$ cat config.mk
export PLATFORM = sky130hd
export DESIGN_NAME = wake_polarity_norm
export DESIGN_NICKNAME = d
export VERILOG_FILES = /design/src/rtl/wake_polarity_norm.sv
export SDC_FILE = /design/constraint.sdc
export NUM_CORES = 1
export LEC_CHECK = 0
export ABC_AREA = 1
export BUFFER_PORTS_ARGS = -buffer_cell sky130_fd_sc_hd__buf_4
export CAP_MARGIN = 20
export CORE_ASPECT_RATIO = 1.25
export CORE_MARGIN = 4
export CORE_UTILIZATION = 56
export CTS_BUF_LIST = sky130_fd_sc_hd__clkbuf_8
export DETAILED_ROUTE_END_ITERATION = 16
export PLACE_DENSITY_LB_ADDON = 0.1
export SLEW_MARGIN = 10
export SYNTH_ARGS = -nofsm -noshare
export SYNTH_HDL_FRONTEND = slang
export SYNTH_SLANG_ARGS = --single-unit
export TNS_END_PERCENT = 50
$ cat constraint.sdc
create_clock -name clk -period 4.6 [get_ports clk]
set_input_delay 0.23 -clock clk [delete_from_list [all_inputs] [get_ports clk]]
set_output_delay 0.23 -clock clk [all_outputs]
set_load 0.01 [all_outputs]
$ cat src/rtl/wake_polarity_norm.sv
module wake_polarity_norm #(
  parameter int NPINS = 40,
  parameter int ADDR_W = 12,
  parameter logic [ADDR_W-1:0] EN_BASE = 'h10,
  parameter logic [ADDR_W-1:0] CFG_BASE = 'h110
) (
  input  logic              clk,
  input  logic              rst_n,
  input  logic              reg_we,
  input  logic [ADDR_W-1:0] reg_addr,
  input  logic [31:0]       reg_wdata,
  output logic [31:0]       reg_rdata,
  input  logic [NPINS-1:0]  wake_in,
  output logic [NPINS-1:0]  req_out
);
  localparam int EN_WORDS = (NPINS + 31) / 32;
  localparam logic [2:0] RESET_CODE = 3'b100;

  logic [NPINS-1:0]   en_q;
  logic [3*NPINS-1:0] cfg_flat;

  always_ff @(posedge clk or negedge rst_n) begin
    if (!rst_n) en_q <= '0;
    else if (reg_we)
      for (int n = 0; n < NPINS; n++)
        if (reg_addr == EN_BASE + ADDR_W'(4 * (n / 32))) en_q[n] <= reg_wdata[n % 32];
  end

  always_comb begin
    reg_rdata = '0;
    for (int w = 0; w < EN_WORDS; w++)
      if (reg_addr == EN_BASE + ADDR_W'(4 * w))
        for (int b = 0; b < 32; b++)
          if (w * 32 + b < NPINS) reg_rdata[b] = en_q[w * 32 + b];
    for (int n = 0; n < NPINS; n++)
      if (reg_addr == CFG_BASE + ADDR_W'(4 * n)) reg_rdata[2:0] = cfg_flat[3 * n +: 3];
  end

  for (genvar n = 0; n < NPINS; n++) begin : g_pin
    logic [2:0] cfg_r;
    logic s1_r, s2_r, prev_r, req_r;
    logic hit, valid, level, dual, pol, fire;

    assign hit   = reg_we && (reg_addr == CFG_BASE + ADDR_W'(4 * n));
    assign valid = (cfg_r == 3'b000) || (cfg_r == 3'b010) || (cfg_r == 3'b100) ||
                   (cfg_r == 3'b110) || (cfg_r == 3'b111);
    assign level = ~cfg_r[1];
    assign dual  = (cfg_r == 3'b111);
    assign pol   = s2_r ^ ~cfg_r[2];
    assign fire  = level ? pol : (dual ? (pol ^ prev_r) : (pol & ~prev_r));

    always_ff @(posedge clk or negedge rst_n) begin
      if (!rst_n) begin
        cfg_r  <= RESET_CODE;
        s1_r   <= 1'b0;
        s2_r   <= 1'b0;
        prev_r <= 1'b0;
        req_r  <= 1'b0;
      end else begin
        s1_r   <= wake_in[n];
        s2_r   <= s1_r;
        prev_r <= hit ? (s1_r ^ ~reg_wdata[2]) : pol;
        req_r  <= en_q[n] & valid & fire;
        if (hit) cfg_r <= reg_wdata[2:0];
      end
    end

    assign req_out[n]          = req_r;
    assign cfg_flat[3*n +: 3]  = cfg_r;

    a_r10_disabled_quiet: assert property (@(posedge clk) disable iff (!rst_n)
      !en_q[n] |=> !req_r);
    a_r11_bad_code_quiet: assert property (@(posedge clk) disable iff (!rst_n)
      !valid |=> !req_r);
    a_r6_r7_one_cycle: assert property (@(posedge clk) disable iff (!rst_n)
      (req_r && (cfg_r == 3'b110 || cfg_r == 3'b010)) |=> !req_r);
    a_r9_no_cfg_glitch: assert property (@(posedge clk) disable iff (!rst_n)
      (hit && reg_wdata[1]) |-> ##2 !req_r);
  end
endmodule

======== Word level (Yosys, flattened, before mapping) ========
Index checks and enable logic that the tools add are counted.
storage, ports and cells
  bits in read-only memories .............. 0
  register bits after elaboration ......... 320
  logic and storage cells ................. 1129
  output and inout bits ................... 72
  RAM bits ................................ 0
  memories ................................ 0
  input port bits ......................... 87
  bits in latches ......................... 0
cells by class
  equal/unequal tests ..................... 202
  shift operators ......................... 0
  bitwise operators ....................... 321
  reduce and logical (&&, ||, !) cells .... 242
  add/sub/neg operators ................... 0
  muxes and demuxes ....................... 162
  div/mod/pow operators ................... 0
  $mul .................................... 0
  order comparisons ....................... 0
operator list
  operator             count
  $eq 12x9->1 const B  40
  $eq 3x3->1 const B   120
  $logic_or 1x1->1     160
  $and 1x1->1          120
  $eq 3x2->1 const B   40
  $logic_not 3->1      40
  $mux 1               120
  $mux 3               40
  $xor 1x1->1          120
  $not 1->1            81
  $logic_and 1x1->1    40
  $mux 32              1
  $eq 12x5->1 const B  2
  $mux 8               1
  $reduce_and 2->1     2

======== Logic depth before layout (Yosys ltp) ========
Gate-level depths: netlist (run 1).
  depth after elaboration ................. 43
  depth in mapped cells ................... 28
  depth with buffers taken out ............ 28

======== Least setup slack after synthesis (run 1) ========
OpenSTA, ideal clock, no wires.
  path kind ............................... input -> output
  start point ............................. in reg_addr[9]
  end point ............................... out reg_rdata[1]
  cell stages on the path ................. 26
  data arrival time ....................... 2160 ps
  path buffers ............................ 0
  slack ................................... 2210 ps
  path through ............................ or2_2 nor2_1 nand3_1 nand3_1 nor2_1 nand4_1 nand2_1 nand3_1 nand2_1 nand4_1 nand2_1 nand3_1 nand2_1 nand3_1 nand2_1 nand3_1 nand2_1 nand4_1 nand2_1 nand4_1 nand2_1 nand4_1 nand2_1 nand4_1 nand2_1 nand3_1
between the ends
  word-level cells in the longest chain between the ends .. 43
  elaborated cells between the ends (all ways) .. 84
  classes of those cells .................. eq/ne (42); mux (42)
ends and longest elaborated chain
  what                  line  RTL
  from (decl)           10    input logic [ADDR_W-1:0] reg_addr,
  $eq 12x5->1           32    if (reg_addr == EN_BASE + ADDR_W'(4 * w))
  $mux 32               32
  $mux 8                32
  $mux 3 (39 in a row)  36    if (reg_addr == CFG_BASE + ADDR_W'(4 * n)) reg_rdata[2:0] = cfg_flat[3 * n +: 3];
  $mux 3 (*)            36
  to (decl)             12    output logic [31:0] reg_rdata,
Every way passes the cells marked *; elsewhere a longest branch is shown, timed or not.

======== Worst setup path after layout (run 1) ========
  start point ............................. in reg_addr[11]
  end point ............................... out reg_rdata[2]
Same word-level chain as after synthesis.

==> qor.yml, run 1 <==
outcome:
  status: "complete, no violations"
timing:
  setup-tns-final_ns: 0
  slew_viol_final: 0
  period_needed_ns: 3.60
  period_share_pct: 78.2
  tightestPinTransition_ns: 1.03
  finalClockSkew_ns: 0.0217
  finalWorstSetupSlack_ns: 1.00
  worst_slew_margin_rel_pct: 31.2
  finalHoldViolCount: 0
  rsz0062_at_grt: "false"
  setup_viol_count_final: 0
  worst_hold_slack_ns: 0.209
  max_freq_mhz: 278
yosys:
  yosysUniqueCellTypes: 36
  synth.ff_latch_count: 320
  yosysWarnings: 0
  post_synth_main_area_contributors: "dfrtp_1 (46%), nand2_1 (8.7%), o21ai_0 (7.7%)"
  synth.top_cell.area_share_pct: 46.3
  syn_avg_cell_area_um2: 8.72
  synth_top_area_cell: "dfrtp_1"
  count_of_flip_flops_with_a_built_in_enable_after_synthesis: 0
  dominantRegCellSynth: "dfrtp_1"
  proportion_of_register_bits_with_asynchronous_set_or_reset_after_synthesis_pct: 100
  yosysSeqAreaShare_pct: 53.2
  synth.cell_area_um2: 15100
  netlist_instances: 1737
  syn-num-nets: 1864
flow_run:
  drv.max_cap_violation_count: 0
setup_path:
  endpoint_arrival_time_on_the_critical_path_ns: 3.37
  critPathMaxFanout: 16
  worst-setup-path-type: "in2out"
  critical_path.slowest_cell: "inv_2"
  timing.rr.start: "g_pin[26].cfg_r[2]"
  crit_path_end_kind: "output port"
  max_stage_delay_ns: 0.31
  startpoint_type: "input pin"
  worstRegToRegCells: 6
  critPathRequiredTime_ns: 4.37
  cpLargestDelayFamily: "simple AND/OR/NAND/NOR gates"
  worst-r2r-setup-slack_ns: 2.69
  regToRegEndpoint: "g_pin[26].req_r"
  worst-path-buf-inv: 3
cells_and_area:
  nets: 2078
  flow.area_growth_from_synthesis_pct: 20.2
  finish.utilization_pct: 68.1
  num-fill-cells: 2171
  drive_above_1_share_pct: 15.9
  n_antenna_cell: 0
floorplanning:
  die_x_um: 155
  die_h_um: 192
  top_level_ports: 159
  standard_cell_rows: 67
  design.die.area_um2: 29700
  initial_utilization_pct: 56.6
  core-area_um2: 26700
grt:
  grt_max_degree: 134
  vias_in_the_first_global_route: 12300
  grt_overflow_total: 0
  antenna_violations_before_repair: 0
  global_route_total_usage_across_every_layer_pct: 25.4
  grt_first_pass_wirelength_mm: 60.7
detailed_routing:
  vias: 12200
  detail_route.vias_per_cell: 5.22
  wl_per_cell_um: 15.9
  detail_route.first_pass.iterations: 6
  totalWireLength_mm: 37.2
  drt_first_iter_violations: 732
  postRouteAntennaNets: 0
  drc: 0
cts:
  cts_tree: "done"
  htree_levels: 2
  cts_setup_buffers: 0
  clock-sinks: 320
  clock_latency_on_the_worst_skew_pair_ns: 0.59
  cts_root_buffer: "clkbuf_8"
  cts-buffers-inserted: 51
  clock_tree.buffer_depth: 3
  clk_pin_slew_ns: 0.06
worst_hold_path:
  startpoint_of_the_worst_hold_path: "reg_addr[5]"
  hold_class: "in2reg"
  min_delay_path_depth: 4
  hold-path-endpoint: "g_pin[0].cfg_r[2]"
place:
  gp_routability_congestion: 0.944
  numPortBuffers: 158
  pre_cts_ws_ns: 1.05
  detailedPlacementHpwl_mm: 25.4
power:
  power.total_mw: 5.81
  power_density_nw_per_um2: 319
  cellLeakagePower_nw: 8.73
  irDropWorstVdd_uv: 247
[stage by stage]
step	instances	cell area (µm²)
floorplan	1737	15100
global placement	2171	16400
detailed placement	2171	16400
CTS	2337	18200
global route	2337	18200
finish	2337	18200
[report_power, final]
part | switching (mW) | leakage [nW] | internal (mW) | total [mW]
Combinational | 0.226 | 4.26 | 0.175 | 0.401
Clock | 1.10 | 0.626 | 1.38 | 2.49
Sequential | 0.0354 | 3.85 | 2.89 | 2.93
Total | 1.37 | 8.73 | 4.45 | 5.81
[worst register-to-register path, cell delays in order (launching register included)]
cell	delay, ns
dfstp_2	0.58
xor2_1	0.19
inv_1	0.08
ha_1	0.27
inv_1	0.06
nand2_1	0.04
a2111oi_0	0.54
[layer usage]
layer	global-route usage (%)	share of wire (%)
met1	32.8	42
met2	43.2	49
met3	4.62	6.4
met4	8.80	2.9
met5	0	0
[cell families after synthesis]
logic type / synth area share (%)
flip-flops: 53.2
adder cells (fa/ha/maj): 3.31
AO/OA/AOI/OAI: 12.3
XOR/XNOR: 4.63
buffers and inverters: 9.91
AND/OR/NAND/NOR: 16.7
[cells in the final DEF (no fill, tap or decap)]
cell,netlist,final
nand3_4,2,2
nor2_1,118,118
nor3b_1,3,3
a211oi_1,14,14
nand4_4,1,1
xor2_1,77,77
buf_8,0,1
ha_1,40,40
or2_2,1,1
clkinv_2,0,6
dlygate4sd3_1,0,72
o211ai_1,2,2
o311a_1,11,11
o21ai_0,233,233
o22ai_1,1,1
nand3_1,38,37
o21ai_1,3,3
xnor2_1,3,3
nor4_1,2,2
buf_4,40,160
nand3_2,0,1
clkbuf_8,0,72
inv_2,13,15
or2_0,1,1
o21a_1,2,2
inv_1,272,286
nor2_4,4,4
dfrtp_1,280,280
a2111oi_0,4,4
nand2_2,2,2
o31ai_2,1,1
nand4_1,27,27
o311ai_0,6,6
buf_12,0,2
nand2_1,352,352
dfstp_2,40,40
nor2_2,9,9
a21oi_1,65,65
nor3_1,36,36
[how the worst max path moves through the flow]
stage,startpoint,end,slack (ns),cells past startpoint
final,reg_addr[11],reg_rdata[2],1.00,26
after global routing,reg_addr[11],reg_rdata[2],0.71,26
after CTS,reg_addr[11],reg_rdata[2],1.04,26
after detailed placement,reg_addr[11],reg_rdata[2],1.05,26
after global placement,reg_addr[11],reg_rdata[2],1.12,26
after floorplan,reg_addr[9],reg_rdata[1],2.21,26
[cell type report]
type	count	area, µm²	share of cell area (%)
Clock buffer	72	991	5.44
Sequential cell	320	8060	44.3
Tap cell	345	432	2.37
Timing Repair Buffer	235	1980	10.9
Clock inverter	22	90.1	0.495
Inverter	285	1070	5.88
Multi-Input combinational cell	1058	5590	30.7
[sequential cells by signal, summed over array words and instances (netlist names)]
signal	flops
g_pin.cfg_r	120
g_pin.s2_r	40
g_pin.s1_r	40
g_pin.prev_r	40
en_q	40
g_pin.req_r	40
[what timing repair did]
action,CTS,global route
resized for setup,0,0
hold buffers,72,0
hold endpoints to repair,195,0
[Yosys cell counts (3+ instances only)]
cell / count
nand2_1: 352
nor2_2: 9
o311ai_0: 6
dfrtp_1: 280
nand3_1: 38
o21ai_0: 233
inv_1: 272
o311a_1: 11
a211oi_1: 14
a2111oi_0: 4
nor2_4: 4
inv_2: 13
xor2_1: 77
xnor2_1: 3
nor3_1: 36
dfstp_2: 40
clkbuf_1: 30
ha_1: 40
o21ai_1: 3
nor2_1: 118
nand4_1: 27
buf_4: 40
nor3b_1: 3
a21oi_1: 65
(Power assumes the default switching activity.)
==> inputs of run 2 (changes only) <==
Settings changed: CORE_UTILIZATION 56 to 55.
Clock period 4.6 ns to 3.2 ns, I/O delays scaled along.
==> run 2 against run 1 <==
  * The flow now finishes with violations (negative setup slack)
  * Die area rose by 1.7%
  * Sequential cell count did not move
  * Final area rose by 0.96%
  * Register-to-register slack got worse by 1.3 ns
  * Via count barely moved
  * Setup slack got worse by 1.1 ns
  * Combinational power rose by 47%
  * Largest cell class unchanged
  * Largest power group unchanged
  * Highest routed layer is now met5
==> qor.yml, run 2 (synthesis results as in run 1) <==
cts:
  clock_latency_on_the_worst_skew_pair_ns: 0.59
  htree_levels: 2
  clk_pin_slew_ns: 0.06
  cts-buffers-inserted: 51
  clock-sinks: 320
  cts_root_buffer: "clkbuf_8"
  cts_tree: "done"
  clock_tree.buffer_depth: 3
detailed_routing:
  detail_route.first_pass.iterations: 5
  wl_met3_mm: 2.24
  detail_route.vias_per_cell: 5.17
  m1_wl_mm: 16.0
  vias: 12200
  drt_first_iter_violations: 830
  wl_per_cell_um: 16.2
  postRouteAntennaNets: 0
  drc: 0
  met2_routed_length_mm: 18.9
  totalWireLength_mm: 38.2
  top_layer: "met5"
setup_path:
  crit_path_end_kind: "output port"
  timing.rr.start: "g_pin[4].cfg_r[2]"
  worst-setup-path-type: "reg2out"
  startpoint_type: "flip-flop"
  critPathRequiredTime_ns: 3.04
  regToRegEndpoint: "g_pin[4].req_r"
  critPathMaxFanout: 3
  worstRegToRegCells: 6
  endpoint_arrival_time_on_the_critical_path_ns: 3.15
  worst-r2r-setup-slack_ns: 1.35
flow_run:
  drv.max_cap_violation_count: 0
worst_hold_path:
  startpoint_of_the_worst_hold_path: "reg_wdata[2]"
  hold-path-endpoint: "g_pin[20].prev_r"
  hold_class: "in2reg"
  min_delay_path_depth: 3
cells_and_area:
  drive_above_1_share_pct: 16.9
  finished_layout_cells: 2358
  regMostFlops: "g_pin.cfg_r"
  n_antenna_cell: 0
  finish.utilization_pct: 68.1
  largest_reg_flops: 120
  stdcell_area_um2: 18400
  layout_common_cells: "nand2_1 (352), inv_1 (286), dfrtp_1 (280)"
  final_common_cell: "nand2_1"
  flow.area_growth_from_synthesis_pct: 21.4
  num-fill-cells: 2180
  nets: 2098
power:
  comb_power_share_pct: 7.1
  switching_share_pct: 24.1
  internal_power_mw: 6.31
  share_clk_of_total_power_pct: 42.4
  cellLeakagePower_nw: 8.83
  power.net_switching_mw: 2.01
  irDropWorstVdd_uv: 377
  power_frac_seq_pct: 50.6
  power_density_nw_per_um2: 453
grt:
  vias_in_the_first_global_route: 12200
  global_route_total_usage_across_every_layer_pct: 25.3
  antenna_violations_before_repair: 1
  grt_max_degree: 83
  grt_first_pass_wirelength_mm: 62.0
  grt_overflow_total: 0
floorplanning:
  initial_utilization_pct: 56.1
  top_level_ports: 159
  die_x_um: 156
  core-area_um2: 27000
  standard_cell_rows: 67
  design.die.area_um2: 30300
  die_h_um: 193
outcome:
  status: "finished, violations left"
  failed_checks: "negative setup slack"
timing:
  period_share_pct: 103
  max_freq_mhz: 302
  rsz0062_at_grt: "true"
  slew_viol_final: 0
  period_needed_ns: 3.31
  finalHoldViolCount: 0
  tightestPinTransition_ns: 0.913
  finalWorstSetupSlack_ns: -0.107
  setup_viol_count_final: 3
  worst_slew_margin_rel_pct: 39.0
  setup-tns-final_ns: -0.197
  finalClockSkew_ns: 0.0184
place:
  detailedPlacementHpwl_mm: 26.2
  numPortBuffers: 158
  post_dp_cell_area_um2: 16600
  gp_routability_congestion: 0.896
  place_inst: 2186
run 2: changes by cell type in the layout (fill, tap and decap cells not counted), moves of 2 or more:
cell,previous run,this run
buf_12,2,5
buf_4,160,177
clkbuf_8,72,64
clkinv_2,6,9
clkinvlp_4,0,2
inv_8,0,2
nor2_1,118,116
nor2_2,9,11
run 2: cell type report:
| cell class | instances | area (µm²) | share of cell area, % |
|---|---|---|---|
| repair buffers | 255 | 2160 | 11.8 |
| inverters | 285 | 1070 | 5.82 |
| flip-flops and latches | 320 | 8060 | 43.8 |
| multi-input cells | 1058 | 5600 | 30.4 |
| clock buffers | 64 | 881 | 4.79 |
| well taps | 345 | 432 | 2.35 |
| clock inverters | 31 | 176 | 0.960 |
run 2: repair_timing:
item,CTS,global route
setup buffers,4,1
hold buffers,72,0
endpoints found under the hold margin,155,0
pin swaps,0,1
endpoints found under the setup margin,3,3
gates resized for setup,1,3
run 2: stage by stage:
stage                     hold slack [ns]  worst slack, ns  total power [mW]
after floorplan                    -0.136            0.950              4.52
after global placement              0.206            0.167              4.78
after detailed placement            0.204           0.0971              4.80
after CTS                           0.106           -0.131              8.41
after global routing                0.141           -0.424              8.67
final                               0.143           -0.107              8.32
run 2: worst max path at each step:
stage,endpoint,cells after the start,from
6_report,reg_rdata[1],25,en_q[1]
5_1_grt,reg_rdata[0],23,g_pin[0].cfg_r[0]
4_1_cts,reg_rdata[0],23,g_pin[0].cfg_r[0]
3_5_place_dp,reg_rdata[0],26,reg_addr[11]
3_3_place_gp,reg_rdata[0],26,reg_addr[9]
2_1_floorplan,reg_rdata[1],26,reg_addr[9]
run 2: per-layer routing:
layer / GRT usage (%) / vias up
met5: 0 / -
met2: 42.4 / 355
met1: 33.9 / 5772
li1: - / 5981
met3: 4.11 / 73
met4: 7.88 / 2
run 2: power groups by stage:
stage	combinational [mW]	clock, mW	sequential [mW]
after floorplan	0.260	0	4.26
after global routing	0.666	3.79	4.21
after CTS	0.595	3.61	4.21
after global placement	0.505	0	4.27
after detailed placement	0.521	0	4.28
final	0.588	3.53	4.21
run 2: critical path: stages (launching register included):
cell and delay [ns]:
dfrtp_1 0.42, nand3_1 0.11, nand3_1 0.09, nor2_2 0.12, nand4_1 0.09, nand2_1 0.07, nand3_1 0.07, nand2_1 0.06
nand4_1 0.07, nand2_1 0.06, nand3_1 0.07, nand2_1 0.08, nand3_1 0.07, nand2_1 0.06, nand3_1 0.07, nand2_1 0.06
nand4_1 0.12, nand2_1 0.10, nand4_1 0.08, nand2_1 0.08, nand4_1 0.08, nand2_1 0.10, nand4_1 0.12, nand2_1 0.09
nand3_1 0.09, buf_4 0.16
==> inputs of run 3 (changes only) <==
Settings changed: ABC_AREA 1 to unset, CORE_UTILIZATION 55 to 56.
==> run 3 against run 2 <==
  * The run now ends clean
  * Non-clock buffer count rose by 20
  * Via count fell by 4.5%
  * Die area rose by 2.9%
  * Synthesized area rose by 5.0%
  * Synthesized cell count fell by 18%
  * Final cell count fell by 13%
  * Sequential power barely moved
  * Critical path depth fell by 16
  * Sequential share of layout area fell by 1.4 points
  * Register-to-register slack improved by 0.12 ns
  * Largest power group unchanged
  * Highest routed layer is now met4
==> qor.yml, run 3 <==
timing:
  period_needed_ns: 2.88
  slew_viol_final: 0
  finalHoldViolCount: 0
  rsz0062_at_grt: "false"
  worst_slew_margin_rel_pct: 55.5
  max_freq_mhz: 348
  tightestPinTransition_ns: 0.658
  finalClockSkew_ns: 0.0195
  setup-tns-final_ns: 0
  finalWorstSetupSlack_ns: 0.325
  setup_viol_count_final: 0
  period_share_pct: 89.8
detailed_routing:
  vias: 11600
  detail_route.first_pass.iterations: 5
  drt_first_iter_violations: 841
  detail_route.vias_per_cell: 5.68
  drc: 0
  wl_per_cell_um: 19.9
  postRouteAntennaNets: 0
  totalWireLength_mm: 40.9
yosys:
  syn-num-nets: 1557
  synth.top_cell.area_share_pct: 44.1
  synth_top_area_cell: "dfrtp_1"
  dominantRegCellSynth: "dfrtp_1"
  netlist_top_cells_count: "dfrtp_1 (280), mux2_2 (165), inv_1 (116), nand2_1 (95), xor2_1 (71)"
  synthAdderAreaFrac_pct: 3.15
  synthMuxAreaShare_pct: 15.0
  synth.cell_area_um2: 15900
  synth.ff_latch_count: 320
  count_of_flip_flops_with_a_built_in_enable_after_synthesis: 0
  synth_simple_gate_area_share_pct: 11.8
  syn_avg_cell_area_um2: 11.1
  yosysWarnings: 0
  yosysUniqueCellTypes: 76
  yosys.area_share.xor_xnor_pct: 4.41
  synthMostInstantiatedCell: "dfrtp_1"
  post_synth_main_area_contributors: "dfrtp_1 (44%), mux2_2 (12%), dfstp_2 (6.6%)"
  proportion_of_register_bits_with_asynchronous_set_or_reset_after_synthesis_pct: 100
  synth_compound_area_share_pct: 8.76
  largest_family_of_logic_cells_by_synthesized_area: "multiplexers"
  yosysSeqAreaShare_pct: 50.7
  netlist_instances: 1430
outcome:
  status: "complete, no violations"
cts:
  clock_tree.buffer_depth: 3
  clock-sinks: 320
  clock_latency_on_the_worst_skew_pair_ns: 0.58
  cts_tree: "done"
  cts-buffers-inserted: 51
  htree_levels: 2
  cts_resized: 0
  cts_root_buffer: "clkbuf_8"
  cts_setup_buffers: 0
  clk_pin_slew_ns: 0.06
setup_path:
  critPathMaxFanout: 12
  crit_path_end_kind: "output port"
  startpoint_type: "input pin"
  worst-setup-path-type: "in2out"
  critPathRequiredTime_ns: 3.04
  endpoint_arrival_time_on_the_critical_path_ns: 2.72
grt:
  grt_most_used_layer: "met2"
  vias_in_the_first_global_route: 11800
  grt_use_met3_pct: 5.12
  grt_overflow_total: 0
  grt_max_degree: 83
  grt_first_pass_wirelength_mm: 65.0
  grt_use_met2_pct: 43.7
  global_route.usage.met1_pct: 36.0
  global_route_total_usage_across_every_layer_pct: 26.6
  antenna_violations_before_repair: 0
place:
  detailedPlacementHpwl_mm: 29.0
  pre_cts_ws_ns: 0.340
  numPortBuffers: 158
  gp_routability_congestion: 0.909
  place_inst: 1886
floorplanning:
  core-area_um2: 27800
  die_x_um: 159
  top_level_ports: 159
  standard_cell_rows: 68
  design.die.area_um2: 31100
  die_h_um: 196
  initial_utilization_pct: 57.1
cells_and_area:
  drive_above_1_share_pct: 28.9
  final_common_cell: "dfrtp_1"
  nets: 1786
  n_antenna_cell: 0
  regMostFlops: "g_pin.cfg_r"
  layout_common_cells: "dfrtp_1 (280), buf_4 (200), mux2_2 (165)"
  largest_reg_flops: 120
  flow.area_growth_from_synthesis_pct: 19.6
  num-fill-cells: 2109
  finished_layout_cells: 2050
power:
  power_density_nw_per_um2: 421
  irDropWorstVdd_uv: 486
  cellLeakagePower_nw: 9.45
flow_run:
  drv.max_cap_violation_count: 0
worst_hold_path:
  hold_class: "in2reg"
[run 3: layout make-up]
type / count / area (µm²) / share of cell area [%]
flip-flops and latches: 320 / 8060 / 42.4
multi-input cells: 895 / 6850 / 36.1
repair buffers: 275 / 2300 / 12.1
clock buffers: 56 / 771 / 4.06
well taps: 350 / 438 / 2.30
inverters: 116 / 435 / 2.29
clock inverters: 38 / 150 / 0.790
[run 3: worst max-delay path: stages]
cell and delay [ns]:
buf_4 0.18, or4b_1 0.61, nor3_1 0.36, buf_4 0.27, a22oi_1 0.09, a21oi_1 0.40
a21oi_1 0.08, a22oi_1 0.34, buf_4 0.19
[run 3: stage by stage]
step	power, mW	utilization (%)	hold WS (ns)	instance area (µm²)
floorplan	4.56	-	-0.136	15900
global route	8.38	68.3	0.110	19000
global placement	4.85	62.5	0.191	17400
finish	8.00	68.3	0.125	19000
CTS	8.10	68.3	0.0896	19000
detailed placement	4.87	62.5	0.192	17400
[run 3: power breakdown]
group | total, mW | leakage, nW | internal (mW) | switching [mW]
Clock | 3.14 | 0.596 | 1.60 | 1.54
Sequential | 4.19 | 4.05 | 4.14 | 0.0490
Combinational | 0.673 | 4.81 | 0.294 | 0.379
[run 3: what timing repair did]
item / CTS / global route
endpoints found under the hold margin: 150 / 0
hold buffers: 70 / 0
setup endpoints to repair: 0 / 0
[run 3: final timing paths]
path	endpoint	slack, ns	depth (start not counted)	startpoint
setup / recovery	reg_rdata[0]	0.32	9	reg_addr[8]
hold / removal	en_q[34]	0.13	3	reg_addr[8]
setup reg to reg	g_pin[19].req_r	1.47	6	g_pin[19].cfg_r[2]
hold reg to reg	g_pin[0].s2_r	0.38	0	g_pin[0].s1_r
max in group asynchronous	g_pin[6].cfg_r[2]	2.15	3	rst_n
min in group asynchronous	g_pin[29].req_r	0.16	2	rst_n
[run 3: layer usage]
metal  vias up  part of all wire (%)
met4         0                   2.6
li1       5425                     -
met3        83                   5.5
met5         -                     0
met2       338                    49
met1      5790                    43
[run 3: cells by family (layout without fill, tap and decap cells)]
| family | after synthesis | after routing |
|---|---|---|
| XOR/XNOR | 80 | 80 |
| flip-flops | 320 | 320 |
| AO/OA/AOI/OAI | 209 | 209 |
| multiplexers | 217 | 217 |
| adder cells (fa/ha/maj) | 40 | 40 |
| buffers and inverters | 215 | 485 |
| AND/OR/NAND/NOR | 349 | 349 |
